[config.mk]
export PLATFORM = sky130hd
export DESIGN_NAME = rom_window_mapper
export DESIGN_NICKNAME = d
export VERILOG_FILES = /design/src/rtl/rwm_pkg.sv /design/src/rtl/rwm_addr_map.sv /design/src/rtl/rwm_table_ptr.sv /design/src/rtl/rwm_nib_reader.sv /design/src/rtl/rom_window_mapper.sv
export SDC_FILE = /design/constraint.sdc
export NUM_CORES = 1
export LEC_CHECK = 0
export BUFFER_PORTS_ARGS = -buffer_cell sky130_fd_sc_hd__buf_2
export CELL_PAD_IN_SITES_DETAIL_PLACEMENT = 1
export CELL_PAD_IN_SITES_GLOBAL_PLACEMENT = 2
export CORE_ASPECT_RATIO = 1.25
export CORE_MARGIN = 3
export CORE_UTILIZATION = 24
export DETAILED_ROUTE_END_ITERATION = 12
export PLACE_DENSITY_LB_ADDON = 0.1
export SLEW_MARGIN = 20
export SYNTH_ARGS = -nofsm -noshare
export SYNTH_HDL_FRONTEND = slang
export SYNTH_SLANG_ARGS = --single-unit
[constraint.sdc]
create_clock -name clk -period 1.9 [get_ports clk]
set_clock_uncertainty 0.2 [all_clocks]
set_input_delay 0 -clock clk [delete_from_list [all_inputs] [get_ports clk]]
set_output_delay 0 -clock clk [all_outputs]
set_load 0.05 [all_outputs]
[src/rtl/rwm_pkg.sv]
package rwm_pkg;
  typedef enum logic {NIB_LO = 1'b0, NIB_HI = 1'b1} nib_sel_e;
endpackage

[src/rtl/rwm_addr_map.sv]
module rwm_addr_map #(
  parameter int LOG_W  = 13,
  parameter int BANK_W = 2
) (
  input  logic [LOG_W-1:0]        log_addr,
  input  logic [BANK_W-1:0]       bank_sel,
  output logic [LOG_W+BANK_W-2:0] phys_addr
);
  localparam int OFF_W = LOG_W - 1;
  localparam logic [BANK_W-1:0] TOP_BANK = '1;

  logic [BANK_W-1:0] phys_bank;

  // Upper window: bank_sel + 1, saturating at the top bank.
  always_comb begin
    if (!log_addr[LOG_W-1])
      phys_bank = '0;
    else if (bank_sel == TOP_BANK)
      phys_bank = TOP_BANK;
    else
      phys_bank = bank_sel + 1'b1;
  end

  assign phys_addr = {phys_bank, log_addr[OFF_W-1:0]};
endmodule

[src/rtl/rwm_table_ptr.sv]
module rwm_table_ptr #(
  parameter int PTR_W = 12,
  parameter int NIB_W = 4
) (
  input  logic                   clk,
  input  logic                   rst_n,
  input  logic [PTR_W/NIB_W-1:0] load,
  input  logic [NIB_W-1:0]       nib,
  input  logic                   advance,
  output logic [PTR_W-1:0]       ptr
);
  localparam int LANES = PTR_W / NIB_W;

  logic [PTR_W-1:0] ptr_inc;
  logic [PTR_W-1:0] ptr_nxt;
  logic             any_load;

  assign any_load = |load;
  // A load in the same cycle drops the increment.
  assign ptr_inc  = (advance && !any_load) ? ptr + 1'b1 : ptr;

  for (genvar g = 0; g < LANES; g++) begin : g_lane
    assign ptr_nxt[g*NIB_W +: NIB_W] = load[g] ? nib : ptr_inc[g*NIB_W +: NIB_W];
  end

  always_ff @(posedge clk or negedge rst_n) begin
    if (!rst_n) ptr <= '0;
    else        ptr <= ptr_nxt;
  end
endmodule

[src/rtl/rwm_nib_reader.sv]
module rwm_nib_reader
  import rwm_pkg::*;
#(
  parameter int NIB_W = 4
) (
  input  logic               clk,
  input  logic               rst_n,
  input  logic               req_valid,
  output logic               req_ready,
  input  nib_sel_e           req_sel,
  input  logic [2*NIB_W-1:0] byte_in,
  output logic               res_valid,
  input  logic               res_ready,
  output logic [NIB_W-1:0]   res_data,
  output logic               take,
  output logic               take_hi
);
  assign req_ready = !res_valid || res_ready;
  assign take      = req_valid && req_ready;
  assign take_hi   = take && (req_sel == NIB_HI);

  always_ff @(posedge clk or negedge rst_n) begin
    if (!rst_n) begin
      res_valid <= 1'b0;
      res_data  <= '0;
    end else if (take) begin
      res_valid <= 1'b1;
      res_data  <= (req_sel == NIB_HI) ? byte_in[2*NIB_W-1:NIB_W] : byte_in[NIB_W-1:0];
    end else if (res_ready) begin
      res_valid <= 1'b0;
    end
  end
endmodule

[src/rtl/rom_window_mapper.sv]
module rom_window_mapper
  import rwm_pkg::*;
#(
  parameter int LOG_W  = 13,
  parameter int BANK_W = 2,
  parameter int NIB_W  = 4
) (
  input  logic                      clk,
  input  logic                      rst_n,
  input  logic [LOG_W-1:0]          pc,
  input  logic                      bank_we,
  input  logic [BANK_W-1:0]         bank_wdata,
  input  logic [(LOG_W-1)/NIB_W-1:0] ptr_load,
  input  logic [NIB_W-1:0]          ptr_nib,
  input  logic                      req_valid,
  output logic                      req_ready,
  input  logic                      req_hi,
  output logic                      res_valid,
  input  logic                      res_ready,
  output logic [NIB_W-1:0]          res_data,
  output logic [LOG_W+BANK_W-2:0]   fetch_addr,
  output logic [LOG_W+BANK_W-2:0]   tbl_addr,
  input  logic [2*NIB_W-1:0]        tbl_rdata
);
  localparam int PTR_W = LOG_W - 1;

  logic [BANK_W-1:0] bank_q;
  logic [PTR_W-1:0]  ptr;
  logic              take;
  logic              take_hi;
  nib_sel_e          sel;

  assign sel = req_hi ? NIB_HI : NIB_LO;

  always_ff @(posedge clk or negedge rst_n) begin
    if (!rst_n)       bank_q <= '0;
    else if (bank_we) bank_q <= bank_wdata;
  end

  rwm_addr_map #(.LOG_W(LOG_W), .BANK_W(BANK_W)) u_fetch_map (
    .log_addr(pc), .bank_sel(bank_q), .phys_addr(fetch_addr)
  );

  rwm_addr_map #(.LOG_W(LOG_W), .BANK_W(BANK_W)) u_tbl_map (
    .log_addr({1'b1, ptr}), .bank_sel(bank_q), .phys_addr(tbl_addr)
  );

  rwm_table_ptr #(.PTR_W(PTR_W), .NIB_W(NIB_W)) u_ptr (
    .clk(clk), .rst_n(rst_n), .load(ptr_load), .nib(ptr_nib),
    .advance(take_hi), .ptr(ptr)
  );

  rwm_nib_reader #(.NIB_W(NIB_W)) u_rd (
    .clk(clk), .rst_n(rst_n), .req_valid(req_valid), .req_ready(req_ready),
    .req_sel(sel), .byte_in(tbl_rdata), .res_valid(res_valid),
    .res_ready(res_ready), .res_data(res_data), .take(take), .take_hi(take_hi)
  );
endmodule

# ---- Word level (Yosys, flattened, before mapping)
# Index checks and enable logic that the tools add are counted.
dict set report totals {
  ff_bits 19
  input_bits 36
  output_inout_bits 34
  wordCells 30
}
dict set report op_classes {
  n_addsub 2
  eq_ne 1
  n_mux 10
  n_reduce_logical 11
}
# op count
set ops {}
lappend ops {{4-bit two-way mux} 4}
lappend ops {{12-bit by 1-bit adder with 12-bit output (second input constant)} 1}
lappend ops {{12-bit two-way mux} 1}
lappend ops {{2-bit nonzero test} 4}
lappend ops {{2-bit two-way mux} 2}
lappend ops {{1-bit logical AND} 3}
lappend ops {{1-bit two-way mux} 3}
lappend ops {{3-bit OR reduction} 1}
lappend ops {{2-bit by 1-bit adder with 2-bit output (second input constant)} 1}
lappend ops {{2-bit == test (second input constant)} 1}
lappend ops {{1-bit zero test} 2}
lappend ops {{1-bit logical OR} 1}

# ---- Logic depth before layout (Yosys ltp)
dict set report logic_depth {
  word_depth 7
  ltp_mapped 6
  ltp_nobuf 5
}

# ---- By module
# From an unflattened synthesis, not the netlist that was laid out.
dict set report unflattened {
  hier_cells 139
  area_unflattened_um2 1315.0
}
# mod n_inst cells_per_inst area_each_um2 seq_area_each_um2
set by_module_without_submodules {}
lappend by_module_without_submodules {rwm_table_ptr 1 79 728.2 300.3}
lappend by_module_without_submodules {rwm_nib_reader 1 25 292.8 125.1}
lappend by_module_without_submodules {rwm_addr_map 2 15 108.9 0.0}
lappend by_module_without_submodules {rom_window_mapper 1 5 76.3 50.0}

# ---- Worst setup path before layout
# OpenSTA, ideal clock, no wires.
dict set report synth_timing {
  kind {reg-to-reg}
  start {reg u_rd.res_valid}
  end {reg u_ptr.ptr[11]}
  setup_ns 0.126
  t_arrival_ns 2.156
  required_ns 1.574
  path_slack_ns -0.582
  path_stages_with_launch 6
  path_buffers 1
  synth_period_minus_slack_ns 2.482
  path_cell_list {dfrtp_1 -> nand2b_1 -> and3_1 -> buf_6 -> mux2_4 -> a221o_1}
}
dict set report synth_between {
  elab_chain_cells 6
}
# element line_no
set synth_lines {}
lappend synth_lines {{start: declaration} rwm_nib_reader.sv:12} ;# output logic res_valid,
lappend synth_lines {{start signal: assignment} rwm_nib_reader.sv:24} ;# res_valid <= 1'b0;
lappend synth_lines {{start signal: assignment} rwm_nib_reader.sv:27} ;# res_valid <= 1'b1;
lappend synth_lines {{start signal: assignment} rwm_nib_reader.sv:30} ;# res_valid <= 1'b0;
lappend synth_lines {{1-bit zero test} rwm_nib_reader.sv:18} ;# assign req_ready = !res_valid || res_ready;
lappend synth_lines {{1-bit logical OR} rwm_nib_reader.sv:18}
lappend synth_lines {{via req_ready} rom_window_mapper.sv:16} ;# output logic req_ready,
lappend synth_lines {{1-bit logical AND} rwm_nib_reader.sv:19} ;# assign take = req_valid && req_ready;
lappend synth_lines {{1-bit logical AND} rwm_nib_reader.sv:20} ;# assign take_hi = take && (req_sel == NIB_HI);
lappend synth_lines {{1-bit logical AND} rwm_table_ptr.sv:20} ;# assign ptr_inc = (advance && !any_load) ? ptr + 1'b1 : ptr;
lappend synth_lines {{2-bit nonzero test (no source line)} --}
lappend synth_lines {{end signal: assignment} rwm_table_ptr.sv:28} ;# else ptr <= ptr_nxt;
lappend synth_lines {{end: declaration} rwm_table_ptr.sv:10} ;# output logic [PTR_W-1:0] ptr
# The timed path passes the listed nets, and every way through them passes these cells.
# A chain may end at the register's enable or synchronous reset.

# ---- Final worst setup path
dict set report layout_timing {
  start {reg u_ptr.ptr[2]}
  end {reg u_ptr.ptr[10]}
}
dict set report layout_between {
  elab_chain_cells 3
}
# element line_no
set layout_lines {}
lappend layout_lines {{12-bit by 1-bit adder with 12-bit output} rwm_table_ptr.sv:20}
lappend layout_lines {{12-bit two-way mux} rwm_table_ptr.sv:20}
lappend layout_lines {{4-bit two-way mux} rwm_table_ptr.sv:23} ;# assign ptr_nxt[g*NIB_W +: NIB_W] = load[g] ? nib : ptr_inc[g*NIB_W +: NIB_W];
# Every way passes these cells. The select of a mux whose other input is x is not followed.

==> results_dict.tcl <==
set metrics [dict create \
    hold_buffers 38 \
    grt_pass1_wl_um 6290 \
    final_cells 248 \
    cts_buffers 3 \
    netlist.top_cell.by_area "dfrtp_1" \
    grt_remaining_overflow 0 \
    worstSetupStartpointType "flop" \
    yosys_warnings 0 \
    p_per_area_nw_per_um2 704 \
    synthCells 113 \
    nets 228 \
    drive_above_1_share_pct 38.9 \
    grt_use_total_pct 14.3 \
    critical_path_buf_inv_count 0 \
    setup_ws_ps 155 \
    switching_share_pct 40.3 \
    fin_util_pct 40.2 \
    period_needed_ps 1740 \
    max_freq_mhz 573 \
    cts-root-buf "clkbuf_8" \
    ys_seq_area_share_pct 40.7 \
    synth_edf_count 0 \
    power_switching_mw 0.520 \
    drt_iter0_drc 13 \
    synth_area_um2 1170 \
    place_hpwl_um 2910 \
    ios 70 \
    synthArstFlopShare_pct 100 \
    synth.area.top_cells "dfrtp_1 41%, buf_4 7.7%, a221o_1 6.9%, mux2i_1 5.1%, nand2_1 3.9%" \
    clkSlewWorstSetupHoldPaths_ps 80 \
    max_stage_delay_ps 520 \
    placed_cells 206 \
    crit_fanout 6 \
    drcViolationCount 0 \
    max_slew.worst_pin.slew_ps 505 \
    ys_ff_latch 19 \
    io_buffers 45 \
    ant_nets 0 \
    grt_max_degree 20 \
    synth_nets 150 \
    cts_setup_buffers 0 \
    grt_pass1_vias 1294 \
    total_power_mw 1.29 \
    core_um2 4560 \
    ys_types 36 \
    die_w_um 68.4 \
    holdWs_ps 20.7 \
    clock_sinks 19 \
    setup_viol 0 \
    firstDrtPassIters 3 \
    dieArea_um2 5740 \
    htree_levels 1 \
    final_hold_viol_count 0 \
    clockPowerShare_pct 22.6 \
    worstSkewPairLatency_ps 260 \
    antenna_cells 0 \
    critical_path_class "flop to flop" \
    synth_flop_cell "dfrtp_1" \
    rsz0062_at_grt "false" \
    cp.required_ps 1900 \
    slew-limit-headroom_pct 66.2 \
    p_leak_nw 0.829 \
    critPathCaptureType "flop" \
    arrival_ps 1740 \
    peakVddDrop_mv 0.352 \
    crit_chain "and4_1 -> nand4_1 -> or4_1 -> nand3_1" \
    power_frac_comb_pct 39.7 \
    area_growth_pct 57.0 \
    dpl_worst_slack_ps 143 \
    wl_per_cell_um 16.2 \
    cts_buffer_depth 2 \
    gp_congestion 0.733 \
    cts_tree "built" \
    synth_common_cells "19 x dfrtp_1, 12 x buf_4, 12 x nand2_1" \
    vias 1189 \
    maxCapViolations 0 \
    status "complete, no violations" \
    drv_slew 0 \
    fin_crit_sh_pct 91.8 \
    path_delay_family "simple AND/OR/NAND/NOR gates" \
    netlist.area_leader.share_pct 40.7 \
    p_int_mw 0.770 \
    fp-row-count 27 \
    critPathSlowestCell "or4_1" \
    cts_resized 0 \
    antenna_found_initial 0 \
    fillers 532 \
    yosysMostFrequentCell "dfrtp_1" \
    syn_area_per_cell_um2 10.3 \
    seq_power_share_pct 37.7 \
    viasPerCell 4.79 \
    die_h_um 84.0 \
    start_util_pct 25.6 \
    min_path_type "input port to async pin" \
    wl_um 4020 \
]
[worst paths after layout]
path	to	slack, ps	depth (start not counted)	start
worst max-delay path	u_ptr.ptr[10]	160	4	u_ptr.ptr[2]
worst min-delay path	bank_q[0]	20	2	rst_n
worst max register to register	u_ptr.ptr[10]	160	4	u_ptr.ptr[2]
worst min register to register	u_rd.res_data[2]	290	2	u_rd.res_data[2]
max in group asynchronous	u_ptr.ptr[5]	1130	2	rst_n
min in group clk	u_ptr.ptr[10]	30	5	ptr_load[1]
[placed cells by master, fill, tap and decap left out, types with 3 or more instances in the layout]
cell / instances
a21o_2: 3
mux2i_1: 6
nor3_1: 5
and3_1: 3
clkbuf_8: 3
o21ai_0: 4
dfrtp_1: 13
nand2_1: 12
buf_4: 5
a221o_1: 8
dfrtp_2: 6
dlygate4sd3_1: 38
buf_2: 45
nand4_1: 3
nand3_1: 4
[routing by layer]
layer,part of all wire (%),vias up,track usage [%]
li1,-,568,-
met1,41,578,16.1
met2,54,41,26.9
met3,4.5,2,1.35
met4,0.67,0,3.80
met5,0,-,0
[through the flow]
| stage | TNS, ps | cell area, µm² |
|---|---|---|
| after floorplan | -129 | 1190 |
| after global placement | 0 | 1410 |
| after detailed placement | 0 | 1410 |
| after CTS | 0 | 1830 |
| after global routing | 0 | 1830 |
| final | 0 | 1830 |
[power by group through the flow]
stage,clock (mW),sequential (mW),combinational (mW)
3_5_place_dp,0,0.495,0.399
3_3_place_gp,0,0.493,0.394
6_report,0.291,0.486,0.512
4_1_cts,0.308,0.487,0.517
5_1_grt,0.322,0.493,0.542
2_1_floorplan,0,0.626,0.198
[cells by family after synthesis]
family	Yosys count	synth area share (%)
multiplexers	10	9.65
AND/OR/NAND/NOR	44	22.3
flip-flops	19	40.7
adder cells (fa/ha/maj)	1	1.07
AO/OA/AOI/OAI	22	15.7
buffers and inverters	17	10.6
[registers in the layout, summed over array words and instances, names as in the netlist]
| signal | count |
|---|---|
| u_ptr.ptr | 12 |
| u_rd.res_data | 4 |
| bank_q | 2 |
| u_rd.res_valid | 1 |
[area by class of cell]
cell class | instances | area (µm²) | area share [%]
timing repair buffer | 88 | 643 | 35.1
multi-input combinational | 77 | 581 | 31.7
sequential | 19 | 483 | 26.3
tap | 58 | 72.6 | 3.96
clock buffer | 3 | 41.3 | 2.25
inverter | 2 | 7.51 | 0.410
clock inverter | 1 | 5.00 | 0.273
Note: power is estimated with default switching activity, not from simulation.
